`src/rtl/crc_seq_pkg.sv`:
```
package crc_seq_pkg;
   typedef enum logic [1:0] {
      SEQ_IDLE = 2'd0,
      SEQ_RUN  = 2'd1,
      SEQ_DONE = 2'd2
   } seq_state_t;
endpackage

```
`src/rtl/crc_seq_width.sv`:
```
module crc_seq_width #(
   parameter int DATA_W = 32,
   parameter int CNT_W  = 16,
   localparam int BYTES  = DATA_W / 8,
   localparam int BC_W   = $clog2(BYTES + 1),
   localparam int NB_W   = $clog2(DATA_W + 1),
   localparam int WREG_W = $clog2(DATA_W)
) (
   input  logic [BYTES-1:0]  be,
   input  logic [WREG_W-1:0] wreg,
   input  logic [CNT_W-1:0]  owed,
   input  logic              sel_reg,
   input  logic              sel_cnt,
   output logic [NB_W-1:0]   nbits,
   output logic [BC_W-1:0]   nbytes
);
   logic [BC_W-1:0] lane_sum [BYTES+1];
   logic [BC_W-1:0] be_bytes;
   logic [BC_W-1:0] owed_clip;
   logic [BC_W-1:0] cnt_bytes;
   logic [NB_W:0]   reg_bits;

   assign lane_sum[0] = '0;
   for (genvar g = 0; g < BYTES; g++) begin : g_lane
      assign lane_sum[g+1] = lane_sum[g] + BC_W'(be[g]);
   end
   assign be_bytes = lane_sum[BYTES];

   assign owed_clip = (owed > CNT_W'(BYTES)) ? BC_W'(BYTES) : BC_W'(owed);
   assign cnt_bytes = (be_bytes < owed_clip) ? be_bytes : owed_clip;
   assign reg_bits  = (wreg == '0) ? (NB_W+1)'(DATA_W) : (NB_W+1)'(wreg);

   always_comb begin
      if (sel_cnt) begin
         nbytes = cnt_bytes;
         nbits  = NB_W'(cnt_bytes) << 3;
      end else if (sel_reg) begin
         nbits  = NB_W'(reg_bits);
         nbytes = BC_W'((reg_bits + (NB_W+1)'(7)) >> 3);
      end else begin
         nbytes = be_bytes;
         nbits  = NB_W'(be_bytes) << 3;
      end
   end
endmodule

```
`src/rtl/crc_seq_remain.sv`:
```
module crc_seq_remain #(
   parameter int CNT_W = 16,
   parameter int BC_W  = 3
) (
   input  logic             clk,
   input  logic             rst_n,
   input  logic             clear,
   input  logic             load,
   input  logic [CNT_W-1:0] load_val,
   input  logic             consume,
   input  logic [BC_W-1:0]  nbytes,
   output logic [CNT_W-1:0] owed
);
   logic [CNT_W-1:0] take;
   assign take = CNT_W'(nbytes);

   always_ff @(posedge clk or negedge rst_n) begin
      if (!rst_n)          owed <= '0;
      else if (clear)      owed <= '0;
      else if (load)       owed <= load_val;
      else if (consume)    owed <= (owed > take) ? owed - take : '0;
   end
endmodule

```
`src/rtl/crc_width_seq.sv`:
```
module crc_width_seq #(
   parameter int DATA_W = 32,
   parameter int CNT_W  = 16,
   localparam int BYTES  = DATA_W / 8,
   localparam int BC_W   = $clog2(BYTES + 1),
   localparam int NB_W   = $clog2(DATA_W + 1),
   localparam int WREG_W = $clog2(DATA_W)
) (
   input  logic              clk,
   input  logic              rst_n,
   input  logic              soft_rst,
   input  logic              cnt_load,
   input  logic [CNT_W-1:0]  cnt_value,
   input  logic [WREG_W-1:0] width_reg,
   input  logic              mode_reg,
   input  logic              mode_cnt,
   input  logic              fifo_empty,
   input  logic [DATA_W-1:0] fifo_data,
   input  logic [BYTES-1:0]  fifo_be,
   output logic              fifo_pop,
   output logic              fifo_flush,
   output logic [DATA_W-1:0] eng_data,
   output logic [NB_W-1:0]   eng_nbits,
   output logic              eng_strobe,
   output logic              bytes_done,
   output logic              calc_done
);
   import crc_seq_pkg::*;

   if (DATA_W < 8 || (DATA_W % 8) != 0) begin : g_bad_width
      $error("crc_width_seq: DATA_W must be a nonzero multiple of 8");
   end
   if (CNT_W < BC_W) begin : g_bad_cnt
      $error("crc_width_seq: CNT_W too narrow for one word of bytes");
   end

   seq_state_t       state;
   logic [CNT_W-1:0] owed;
   logic [NB_W-1:0]  w_bits;
   logic [BC_W-1:0]  w_bytes;
   logic             start;

   assign start      = cnt_load && (cnt_value != '0) && (state != SEQ_RUN) && !soft_rst;
   assign fifo_pop   = (state == SEQ_RUN) && !fifo_empty && (owed != '0) && !soft_rst;
   assign fifo_flush = soft_rst;
   assign bytes_done = (state != SEQ_IDLE) && (owed == '0);
   assign calc_done  = (state == SEQ_DONE);

   crc_seq_width #(.DATA_W(DATA_W), .CNT_W(CNT_W)) u_width (
      .be      (fifo_be),
      .wreg    (width_reg),
      .owed    (owed),
      .sel_reg (mode_reg),
      .sel_cnt (mode_cnt),
      .nbits   (w_bits),
      .nbytes  (w_bytes)
   );

   crc_seq_remain #(.CNT_W(CNT_W), .BC_W(BC_W)) u_remain (
      .clk      (clk),
      .rst_n    (rst_n),
      .clear    (soft_rst),
      .load     (start),
      .load_val (cnt_value),
      .consume  (fifo_pop),
      .nbytes   (w_bytes),
      .owed     (owed)
   );

   always_ff @(posedge clk or negedge rst_n) begin
      if (!rst_n) begin
         state      <= SEQ_IDLE;
         eng_strobe <= 1'b0;
         eng_data   <= '0;
         eng_nbits  <= '0;
      end else if (soft_rst) begin
         state      <= SEQ_IDLE;
         eng_strobe <= 1'b0;
      end else begin
         eng_strobe <= fifo_pop;
         if (fifo_pop) begin
            eng_data  <= fifo_data;
            eng_nbits <= w_bits;
         end
         unique case (state)
            SEQ_IDLE: if (start) state <= SEQ_RUN;
            SEQ_RUN:  if (owed == '0 && eng_strobe) state <= SEQ_DONE;
            SEQ_DONE: if (start) state <= SEQ_RUN;
            default:  state <= SEQ_IDLE;
         endcase
      end
   end
endmodule

```
`config.mk`:
```
export PLATFORM = sky130hd
export DESIGN_NAME = crc_width_seq
export DESIGN_NICKNAME = d
export VERILOG_FILES = /design/src/rtl/crc_seq_pkg.sv /design/src/rtl/crc_seq_width.sv /design/src/rtl/crc_seq_remain.sv /design/src/rtl/crc_width_seq.sv
export SDC_FILE = /design/constraint.sdc
export NUM_CORES = 1
export LEC_CHECK = 0
export BUFFER_PORTS_ARGS = -buffer_cell sky130_fd_sc_hd__buf_2
export CORE_ASPECT_RATIO = 1.5
export CORE_MARGIN = 4
export CORE_UTILIZATION = 45
export CTS_CLUSTER_DIAMETER = 80
export DETAILED_ROUTE_END_ITERATION = 8
export GPL_ROUTABILITY_DRIVEN = 0
export MAX_ROUTING_LAYER = met4
export PLACE_DENSITY = 0.71
export SYNTH_ARGS = -nofsm -noshare
export SYNTH_HDL_FRONTEND = slang
export SYNTH_SLANG_ARGS = --single-unit
```
`constraint.sdc`:
```
create_clock -name clk -period 7.4 [get_ports clk]
set_input_delay 1.11 -clock clk [delete_from_list [all_inputs] [get_ports clk]]
set_output_delay 1.11 -clock clk [all_outputs]
set_load 0.005 [all_outputs]
```
==> impl_results.md, run 1 <==
* Status: finished, final reports clean
* Setup TNS at 0 ps
* Vias in the first global route at 3017
* Initial Util at 46.6%
* First-pass GRT wire length at 13.7 mm
* Nets at 535
* Fin cells at 542
* Leakage dissipation at 2.05 nW
* Fin. Hold Viols at 0
* Post-route minimum period at 5400 ps
* Clk Latency, worst-skew pair at 330 ps
* Final Util at 59.2%
* Remaining antenna violation count at 0
* Top cells by count, synth: 132 x nand2_1, 57 x dfrtp_1, 16 x nor2_1
* Synth top area share at 46.8%
* CP startpoint kind: input port
* Number of fill cells at 588
* Finished Cell Area at 3860 um^2
* Die Footprint at 8180 um^2
* Ys Warns at 0
* CP Max Fanout at 17
* Largest area contributor in the netlist: dfrtp_1
* Crit path capture type: flip-flop
* Avg Cell Area, Syn at 8.53 um^2
* Synth Area in Compound Gates at 16.0%
* Post-synthesis sequential area ratio at 46.8%
* Die span in x at 75.2 um
* Detail Placement HPWL at 6.17 mm
* Asr flop ratio synth at 100%
* Final setup fails at 0
* Register bit total from synthesis at 57
* Cell Area, Synth at 3050 um^2
* Main area contributors after synthesis: dfrtp_1 47%, nand2_1 16%, a32oi_1 3.4%, ha_1 3.3%, nor2_1 2.0%
* Post-synthesis cell count at 357
* Post_cts resized at 0
* CTS H-tree depth at 3
* Wire length per cell at 15.4 um
* Fmax at 185 MHz
* Crit path launch: fifo_be[0]
* Max Buffers Root-to-Sink at 2
* Max Clock Skew at 7.07 ps
* Reg2reg end: u_remain.owed[14]$_DFFE_PN0P_
* Simple-Gate Fraction of Synth Area at 27.8%
* Post-synthesis adder-cell area fraction at 4.60%
* Area grow syn2layout at 26.8%
* Drt pass-1 iters at 4
* RSZ-0062 raised after global routing: no
* Reg-to-reg slack, setup at 2310 ps
* Top-count cell post-synth: nand2_1
* Post-CTS Setup Bufs at 0
* Critical path class: input port to flip-flop
* Largest family of logic cells by synthesized area: simple AND/OR/NAND/NOR gates
* # IOs at 107
* Place WS at 1720 ps
* # placed instances at 526
* CTS root buf: clkbuf_8
* Final Max Tran Viols at 0
* Mux cell area share after synthesis at 0%
* Reg2reg start: u_remain.owed[4]$_DFFE_PN0P_
* Hold Crit Class: flip-flop to flip-flop
* Final worst setup slack at 2000 ps
* Cell row count at 36
* Period utilisation layout at 73.0%
* CTS Buf Count at 9
* Synth Flop Type: dfrtp_1
* Max cap viols at 0
* CTS tree: yes
* 1st-iter DRT viols at 210
* IO buf count at 106
* Total congestion overflow at 0
* Relative slew slack at 30.2%
* Total core area at 6530 um^2
* CTS Sinks at 57
* Via density at 5.53
* FF-to-FF path depth at 19
* PD cells at 282 nW/um^2
* Critical path required time at 7610 ps
* Via count of the routed design at 2998
* Total power at 1.09 mW
* Hold buffers post-CTS at 0
* Ant. Diodes at 0
* Hold slack at 469 ps
* Total Routed Length at 8.37 mm
* Area post-placement at 3610 um^2
* DIE HEIGHT at 109 um
* Remaining DRCs at 0
* Largest net degree at the start of global routing at 58
* Endpoint of the worst setup timing path: u_remain.owed[14]$_DFFE_PN0P_
* Post-synthesis xor/xnor area fraction at 0.862%
* Peak VDD IR at 223 uV
* Mapped Nets at 431
* Synth cell types at 50
* Share of post-route cells with drive strength above 1 at 29.0%
* Worst-margin pin slew at 1040 ps
* Crit path DAT at 5620 ps
* Initial antenna violation count at 0
* Post-synth EDFFs at 0
* CTS clk-pin slew, worst paths at 70 ps
* Gr usage total at 22.4%
power by group:
group / total (mW) / internal, mW / switching, mW
registers: 0.433 / 0.385 / 0.0481
clock network: 0.363 / 0.234 / 0.130
logic: 0.293 / 0.130 / 0.164
cells by family after synthesis:
logic type / count (synthesis)
compound gates: 69
xor+xnor: 3
fa+ha+maj: 10
buf+inv: 27
flops: 57
simple gates: 191
critical path: stages:
cell and delay (ps):
buf_2 100, ha_1 260, inv_1 40, fa_1 350, inv_1 60, ha_1 260
ha_1 220, a21oi_1 330, nand2_1 100, a211oi_1 310, a221o_1 160, ha_1 160
inv_1 50, fa_1 410, nand2_1 90, nand2_1 130, a211oi_2 880, o21ai_0 230
a32oi_1 260, o31ai_1 100
worst min-delay path by stage:
stage / to / slack [ps] / startpoint / cells past startpoint
after floorplan: u_remain.owed[14]$_DFFE_PN0P_ / 470 / u_remain.owed[14]$_DFFE_PN0P_ / 1
after global placement: eng_data[2]$_DFFE_PN0P_ / 450 / eng_data[2]$_DFFE_PN0P_ / 2
after detailed placement: eng_data[1]$_DFFE_PN0P_ / 460 / eng_data[1]$_DFFE_PN0P_ / 2
after CTS: eng_data[1]$_DFFE_PN0P_ / 480 / eng_data[1]$_DFFE_PN0P_ / 2
after global routing: eng_data[2]$_DFFE_PN0P_ / 500 / eng_data[2]$_DFFE_PN0P_ / 2
final: eng_data[2]$_DFFE_PN0P_ / 470 / eng_data[2]$_DFFE_PN0P_ / 2
layout by cell type, fill, tap and decap left out, types with 4 or more instances in the layout:
cell type    n
nand2_1    132
nor2_1      16
nor4_1       7
o31ai_1      7
ha_1         8
o21ai_1     11
a32oi_1     12
o211ai_1     4
clkbuf_8    10
o21ai_0      7
dfrtp_1     57
inv_1       11
buf_2      106
a21oi_1     10
nor3_1       7
nand3_1      5
cell type report:
cell class	count	area (um^2)	share of cell area, %
multi-input combinational	273	1500	38.9
sequential	57	1430	36.9
timing repair buffer	107	538	13.9
clock buffer	10	138	3.56
clock inverter	6	115	2.98
tap	76	95.1	2.46
inverter	13	48.8	1.26
registers in the layout, indices dropped and copies added, names as in the netlist:
register	cells
u_remain.owed	16
eng_strobe	1
eng_nbits	6
state	2
eng_data	32
per-layer routing:
metal	up-vias	part of all wire, %	routed length, um	global-route usage, %
li1	1443	-	-	-
met5	-	0	0	-
met2	144	51	4280	36.6
met1	1387	38	3160	25.5
met3	24	8.1	681	5.07
met4	0	3.0	248	11.0
Power figures use the tool's default switching activity.
==> inputs of run 2 (changes only) <==
--- a/config.mk
+++ b/config.mk
@@ -13,7 +13,7 @@
 export DETAILED_ROUTE_END_ITERATION = 8
 export GPL_ROUTABILITY_DRIVEN = 0
 export MAX_ROUTING_LAYER = met4
-export PLACE_DENSITY = 0.71
+export PLACE_DENSITY = 0.74
 export SYNTH_ARGS = -nofsm -noshare
 export SYNTH_HDL_FRONTEND = slang
 export SYNTH_SLANG_ARGS = --single-unit
==> constraint.sdc (replaced) <==
create_clock -name clk -period 4.45 [get_ports clk]
set_input_delay 0.6675 -clock clk [delete_from_list [all_inputs] [get_ports clk]]
set_output_delay 0.6675 -clock clk [all_outputs]
set_load 0.005 [all_outputs]
==> impl_results.md, run 2 (synthesized netlist as in run 1, its figures left out) <==
* Status: finished, final reports clean
* # placed instances at 538
* Total congestion overflow at 0
* Biggest register: eng_data
* Worst-margin pin slew at 901 ps
* Number of fill cells at 591
* Die Footprint at 8180 um^2
* Most frequent cells in the layout: 132 x nand2_1, 106 x buf_2, 56 x dfrtp_1
* Hold buffers post-CTS at 0
* Remaining antenna violation count at 0
* Max cap viols at 0
* Ant. Diodes at 0
* Relative slew slack at 39.7%
* CTS root buf: clkbuf_8
* Initial antenna violation count at 0
* Hold Crit Class: flip-flop to flip-flop
* Wire length per cell at 15.2 um
* Via density at 5.49
* Largest registers: eng_data (32), u_remain.owed (16), eng_nbits (6)
* # IOs at 107
* Crit path capture type: flip-flop
* Final Max Tran Viols at 0
* Fmax at 236 MHz
* Critical path required time at 4660 ps
* Initial Util at 46.6%
* Share of post-route cells with drive strength above 1 at 31.7%
* CP Max Fanout at 5
* Detail Placement HPWL at 6.28 mm
* First-pass GRT wire length at 13.7 mm
* Commonest non-fill, non-tap cell in the layout: nand2_1
* Vias in the first global route at 3023
* CTS Sinks at 57
* Max reg flops at 32
* CP startpoint kind: flip-flop
* RSZ-0062 raised after global routing: no
* CTS H-tree depth at 3
* Via count of the routed design at 3046
* Die span in x at 75.2 um
* Peak VDD IR at 274 uV
* Gr usage total at 22.3%
* Largest net degree at the start of global routing at 58
* Crit path launch: u_remain.owed[5]$_DFFE_PN0P_
* Reg2reg start: u_remain.owed[5]$_DFFE_PN0P_
* Crit path DAT at 4460 ps
* Drt pass-1 iters at 4
* IO buf count at 106
* Cell row count at 36
* Post-route minimum period at 4240 ps
* Max Buffers Root-to-Sink at 2
* Nets at 548
* CTS clk-pin slew, worst paths at 70 ps
* 1st-iter DRT viols at 192
* PD cells at 454 nW/um^2
* DIE HEIGHT at 109 um
* Critical path class: flip-flop to flip-flop
* Period utilisation layout at 95.4%
* CTS Buf Count at 9
* Total Routed Length at 8.42 mm
* Final setup fails at 0
* Hold slack at 469 ps
* Remaining DRCs at 0
* CTS tree: yes
* Fin. Hold Viols at 0
* Clk Latency, worst-skew pair at 330 ps
* Leakage dissipation at 2.11 nW
* Total core area at 6530 um^2
* Area grow syn2layout at 30.0%
* Hold path start: eng_data[8]$_DFFE_PN0P_
* Fin cells at 555
* Max Clock Skew at 10.1 ps
run 2: cell count changes in the layout (fill, tap and decap cells not counted), moves of 2 or more:
cell / delta
a211oi_1: -2
clkinv_2: +2
clkinv_4: -2
a211oi_2: +2
buf_4: +13
run 2: worst paths after layout:
path	to	slack (ps)	depth (start not counted)
max in group asynchronous	u_remain.owed[4]$_DFFE_PN0P_	3470	2
min in group asynchronous	eng_data[20]$_DFFE_PN0P_	480	2
worst max-delay path	u_remain.owed[15]$_DFFE_PN0P_	210	18
worst min register to register	eng_data[8]$_DFFE_PN0P_	470	2
worst min-delay path	eng_data[8]$_DFFE_PN0P_	470	2
worst max register to register	u_remain.owed[15]$_DFFE_PN0P_	210	18
run 2: per-stage QoR:
| step | TNS, ps | setup WS (ps) | total power [mW] | instance area [um^2] | util [%] |
|---|---|---|---|---|---|
| after floorplan | 0 | 40.1 | 0.992 | 3050 | - |
| after global placement | 0 | 2.04 | 1.23 | 3700 | 56.7 |
| after detailed placement | -634 | -169 | 1.25 | 3700 | 56.7 |
| after CTS | 0 | 100 | 1.81 | 3930 | 60.2 |
| after global routing | 0 | 3.76 | 1.92 | 3960 | 60.6 |
| final | 0 | 206 | 1.80 | 3960 | 60.6 |
run 2: repair_timing:
item,4_1_cts,5_1_grt
gates resized for setup,0,5
setup buffers,0,1
endpoints found under the setup margin,0,14
run 2: power by group:
part	internal, mW	total (mW)	switching (mW)	leakage [nW]
logic	0.246	0.532	0.285	1.25
clock network	0.344	0.550	0.206	0.115
registers	0.640	0.717	0.0775	0.737
total	1.23	1.80	0.569	2.11
run 2: critical path, stage by stage (launching register included):
cell and delay (ps):
dfrtp_1 440, or4_4 580, nor2_4 120, nand2_1 120, inv_2 110, nand2_1 60, ha_1 280, nand2_1 80
o21ai_1 140, a32oi_1 70, o21a_1 190, o21bai_1 170, ha_1 290, nor2b_1 130, o21a_1 180, or3_4 390
or4_1 470, a32oi_1 210, o31ai_1 90
run 2: cell type report:
| cell class | count | area [um^2] | area share, % |
|---|---|---|---|
| Timing Repair Buffer | 120 | 636 | 16.1 |
| Clock buffer | 11 | 151 | 3.82 |
| Clock inverter | 5 | 77.6 | 1.96 |
| Tap cell | 76 | 95.1 | 2.40 |
| Multi-Input combinational cell | 273 | 1520 | 38.5 |
| Inverter | 13 | 48.8 | 1.23 |
| Sequential cell | 57 | 1430 | 36.1 |
run 2: metal layers:
layer	vias to the layer above	global-route usage (%)	part of all wire, %
met5	-	-	0
met4	0	9.63	3.1
met3	25	5.81	6.7
met2	124	35.7	52
met1	1425	26.1	38
li1	1472	-	-
==> inputs of run 3 (changes only) <==
--- a/config.mk
+++ b/config.mk
@@ -7,13 +7,13 @@
 export LEC_CHECK = 0
 export BUFFER_PORTS_ARGS = -buffer_cell sky130_fd_sc_hd__buf_2
 export CORE_ASPECT_RATIO = 1.5
-export CORE_MARGIN = 4
 export CORE_UTILIZATION = 45
 export CTS_CLUSTER_DIAMETER = 80
 export DETAILED_ROUTE_END_ITERATION = 8
 export GPL_ROUTABILITY_DRIVEN = 0
 export MAX_ROUTING_LAYER = met4
-export PLACE_DENSITY = 0.74
+export PLACE_DENSITY = 0.73
 export SYNTH_ARGS = -nofsm -noshare
 export SYNTH_HDL_FRONTEND = slang
+export SYNTH_HIERARCHICAL = 1
 export SYNTH_SLANG_ARGS = --single-unit
==> impl_results.md, run 3 <==
* Post-synth EDFFs at 0
* Initial antenna violation count at 0
* 1st-iter DRT viols at 190
* # IOs at 107
* Critical path required time at 4680 ps
* FF-to-FF path depth at 16
* Final Max Tran Viols at 0
* Remaining antenna violation count at 0
* Violated checks: DRC
* Max reg flops at 32
* Main area contributors after synthesis: dfrtp_1 45%, mux2_2 10%, mux2_4 4.3%, ha_1 3.2%, inv_1 2.2%
* Hold Crit Class: input port to async pin
* Initial Util at 46.3%
* Cell row count at 37
* CTS tree: yes
* CTS clk-pin slew, worst paths at 70 ps
* Avg Cell Area, Syn at 11.0 um^2
* Via density at 5.77
* Total power at 2.14 mW
* Top-count cell post-synth: dfrtp_1
* Multi-input logic area at 1670 um^2
* Total Routed Length at 8.34 mm
* DIE HEIGHT at 105 um
* Status: complete, but fails checks
* Ys Warns at 6
* Max Buffers Root-to-Sink at 2
* Biggest register: eng_data
* Reg2reg start: u_remain/owed[6]$_DFFE_PN0P_
* Fin. Hold Viols at 0
* Synth Flop Type: dfrtp_1
* Area grow syn2layout at 30.3%
* Largest area contributor in the netlist: dfrtp_1
* Top cells by count, synth: 57 x dfrtp_1, 29 x mux2_2, 19 x inv_1, 19 x nand2_1, 14 x nor2_1
* Reg2reg end: u_remain/owed[6]$_DFFE_PN0P_
* Via count of the routed design at 2875
* Register bit total from synthesis at 57
* Final worst setup slack at 131 ps
* Ant. Diodes at 0
* Post-synthesis sequential area ratio at 44.9%
* Die Footprint at 7400 um^2
* Largest delay share family, worst path: adder cells
* Relative slew slack at 32.9%
* Wire length per cell at 16.7 um
* Reg area at 1430 um^2
* Worst-margin pin slew at 999 ps
* Buf/Inv on CP at 4
* Max Clock Skew at 9.15 ps
* CP Max Fanout at 5
* Total congestion overflow at 0
* Critical-path cell list: buf_2, inv_1, fa_1, inv_1, ha_1, ha_2, ha_1, nor2b_1, o32a_1, a311oi_2, nor2_2, fa_2, nand2b_1, a32oi_1, buf_4, or3_4, and2_4, nand2_2, o311ai_2
* Largest net degree at the start of global routing at 58
* Drt pass-1 iters at 6
* Largest registers: eng_data (32), u_remain/owed (16), eng_nbits (6)
* CTS root buf: clkbuf_8
* Critical path class: input port to flip-flop
* Asr flop ratio synth at 100%
* Nets at 489
* Place WS at -450 ps
* Post-synthesis cell count at 289
* Fmax at 232 MHz
* Detail Placement HPWL at 6.24 mm
* Commonest non-fill, non-tap cell in the layout: buf_2
* IO buf count at 106
* CTS Buf Count at 9
* Synth top area share at 44.9%
* Post-route minimum period at 4320 ps
* Die span in x at 70.6 um
* Gr usage total at 24.5%
* Crit path max-delay cell type: fa_1
* Vias in the first global route at 2979
* Total core area at 6850 um^2
* Mapped Nets at 363
* Crit path capture type: flip-flop
* Period utilisation layout at 97.0%
* Final setup fails at 0
* Remaining DRCs at 30
* Crit path DAT at 4550 ps
* Synth cell types at 63
* PD cells at 518 nW/um^2
* Clk Latency, worst-skew pair at 340 ps
* Peak VDD IR at 200 uV
* Most frequent cells in the layout: 106 x buf_2, 57 x dfrtp_1, 29 x mux2_2
* Share of post-route cells with drive strength above 1 at 49.0%
* Number of fill cells at 593
* Max cap viols at 0
* Cell Area, Synth at 3180 um^2
* Max incr delay on CP at 520 ps
* Leakage dissipation at 2.04 nW
* First-pass GRT wire length at 13.7 mm
* CTS H-tree depth at 3
* Reg-to-reg slack, setup at 200 ps
* CP startpoint kind: input port
* CTS Sinks at 57
run 3: worst register-to-register path: stages (launching register included):
cell and delay (ps):
dfrtp_1 470, nor4_1 440, and4_2 380, inv_1 70
ha_1 300, nor2b_1 150, o32a_1 360, a311oi_2 310
nor2_2 110, fa_2 390, nand2b_1 180, a32oi_1 170
buf_4 150, or3_4 140, and2_4 150, nand2_2 80
o311ai_2 310
run 3: how the worst max path moves through the flow:
stage                     startpoint                            to  slack (ps)  cells past startpoint
after global placement    fifo_be[0]  u_remain/owed[6]$_DFFE_PN0P_        -270                     20
after detailed placement  fifo_be[0]  u_remain/owed[6]$_DFFE_PN0P_        -450                     20
final                     fifo_be[0]  u_remain/owed[6]$_DFFE_PN0P_         130                     19
after floorplan           fifo_be[0]  u_remain/owed[7]$_DFFE_PN0P_          20                     18
after CTS                 fifo_be[0]  u_remain/owed[6]$_DFFE_PN0P_          30                     20
after global routing      fifo_be[0]  u_remain/owed[6]$_DFFE_PN0P_          -3                     19
run 3: stage by stage:
stage | hold WS (ps) | area [um^2] | setup TNS (ps) | utilization (%) | cells
3_3_place_gp | 482 | 3870 | -1950 | 56.4 | 481
3_5_place_dp | 487 | 3870 | -4390 | 56.4 | 481
4_1_cts | 478 | 4080 | 0 | 59.6 | 497
6_report | 459 | 4140 | 0 | 60.4 | 498
2_1_floorplan | 372 | 3180 | 0 | - | 289
5_1_grt | 495 | 4140 | -2.94 | 60.4 | 498
run 3: what timing repair did:
action | 4_1_cts | 5_1_grt
endpoints found under the setup margin | 2 | 15
resized for setup | 2 | 10
endpoints found under the hold margin | 0 | 0
hold buffers | 0 | 0
setup buffers | 0 | 1
pin swaps | 0 | 6
run 3: layout make-up:
type	instances	area share [%]
multi-input cells	204	40.5
clock buffers	9	2.99
repair buffers	124	16.1
inverters	19	1.72
flip-flops and latches	57	34.5
clock inverters	7	1.88
well taps	78	2.36
run 3: logic make-up (layout without fill, tap and decap cells):
kind of cell	Yosys count	after routing	share of synthesized area [%]
AO/OA/AOI/OAI	62	62	14.4
XOR/XNOR	4	4	1.10
adder cells (fa/ha/maj)	10	10	4.41
buffers and inverters	28	159	4.45
flip-flops	57	57	44.9
multiplexers	38	38	14.5
AND/OR/NAND/NOR	90	90	16.2
run 3: layer usage:
metal  GRT usage [%]  share of wire, %
met4            12.7               3.8
met1            26.0                37
met5               -                 0
met2            40.8                51
met3            7.23               8.5
run 3: power by group:
part | leakage (nW) | switching (mW) | internal [mW] | total (mW)
combinational | 1.22 | 0.395 | 0.461 | 0.856
sequential | 0.721 | 0.101 | 0.700 | 0.802
clock | 0.100 | 0.224 | 0.263 | 0.486
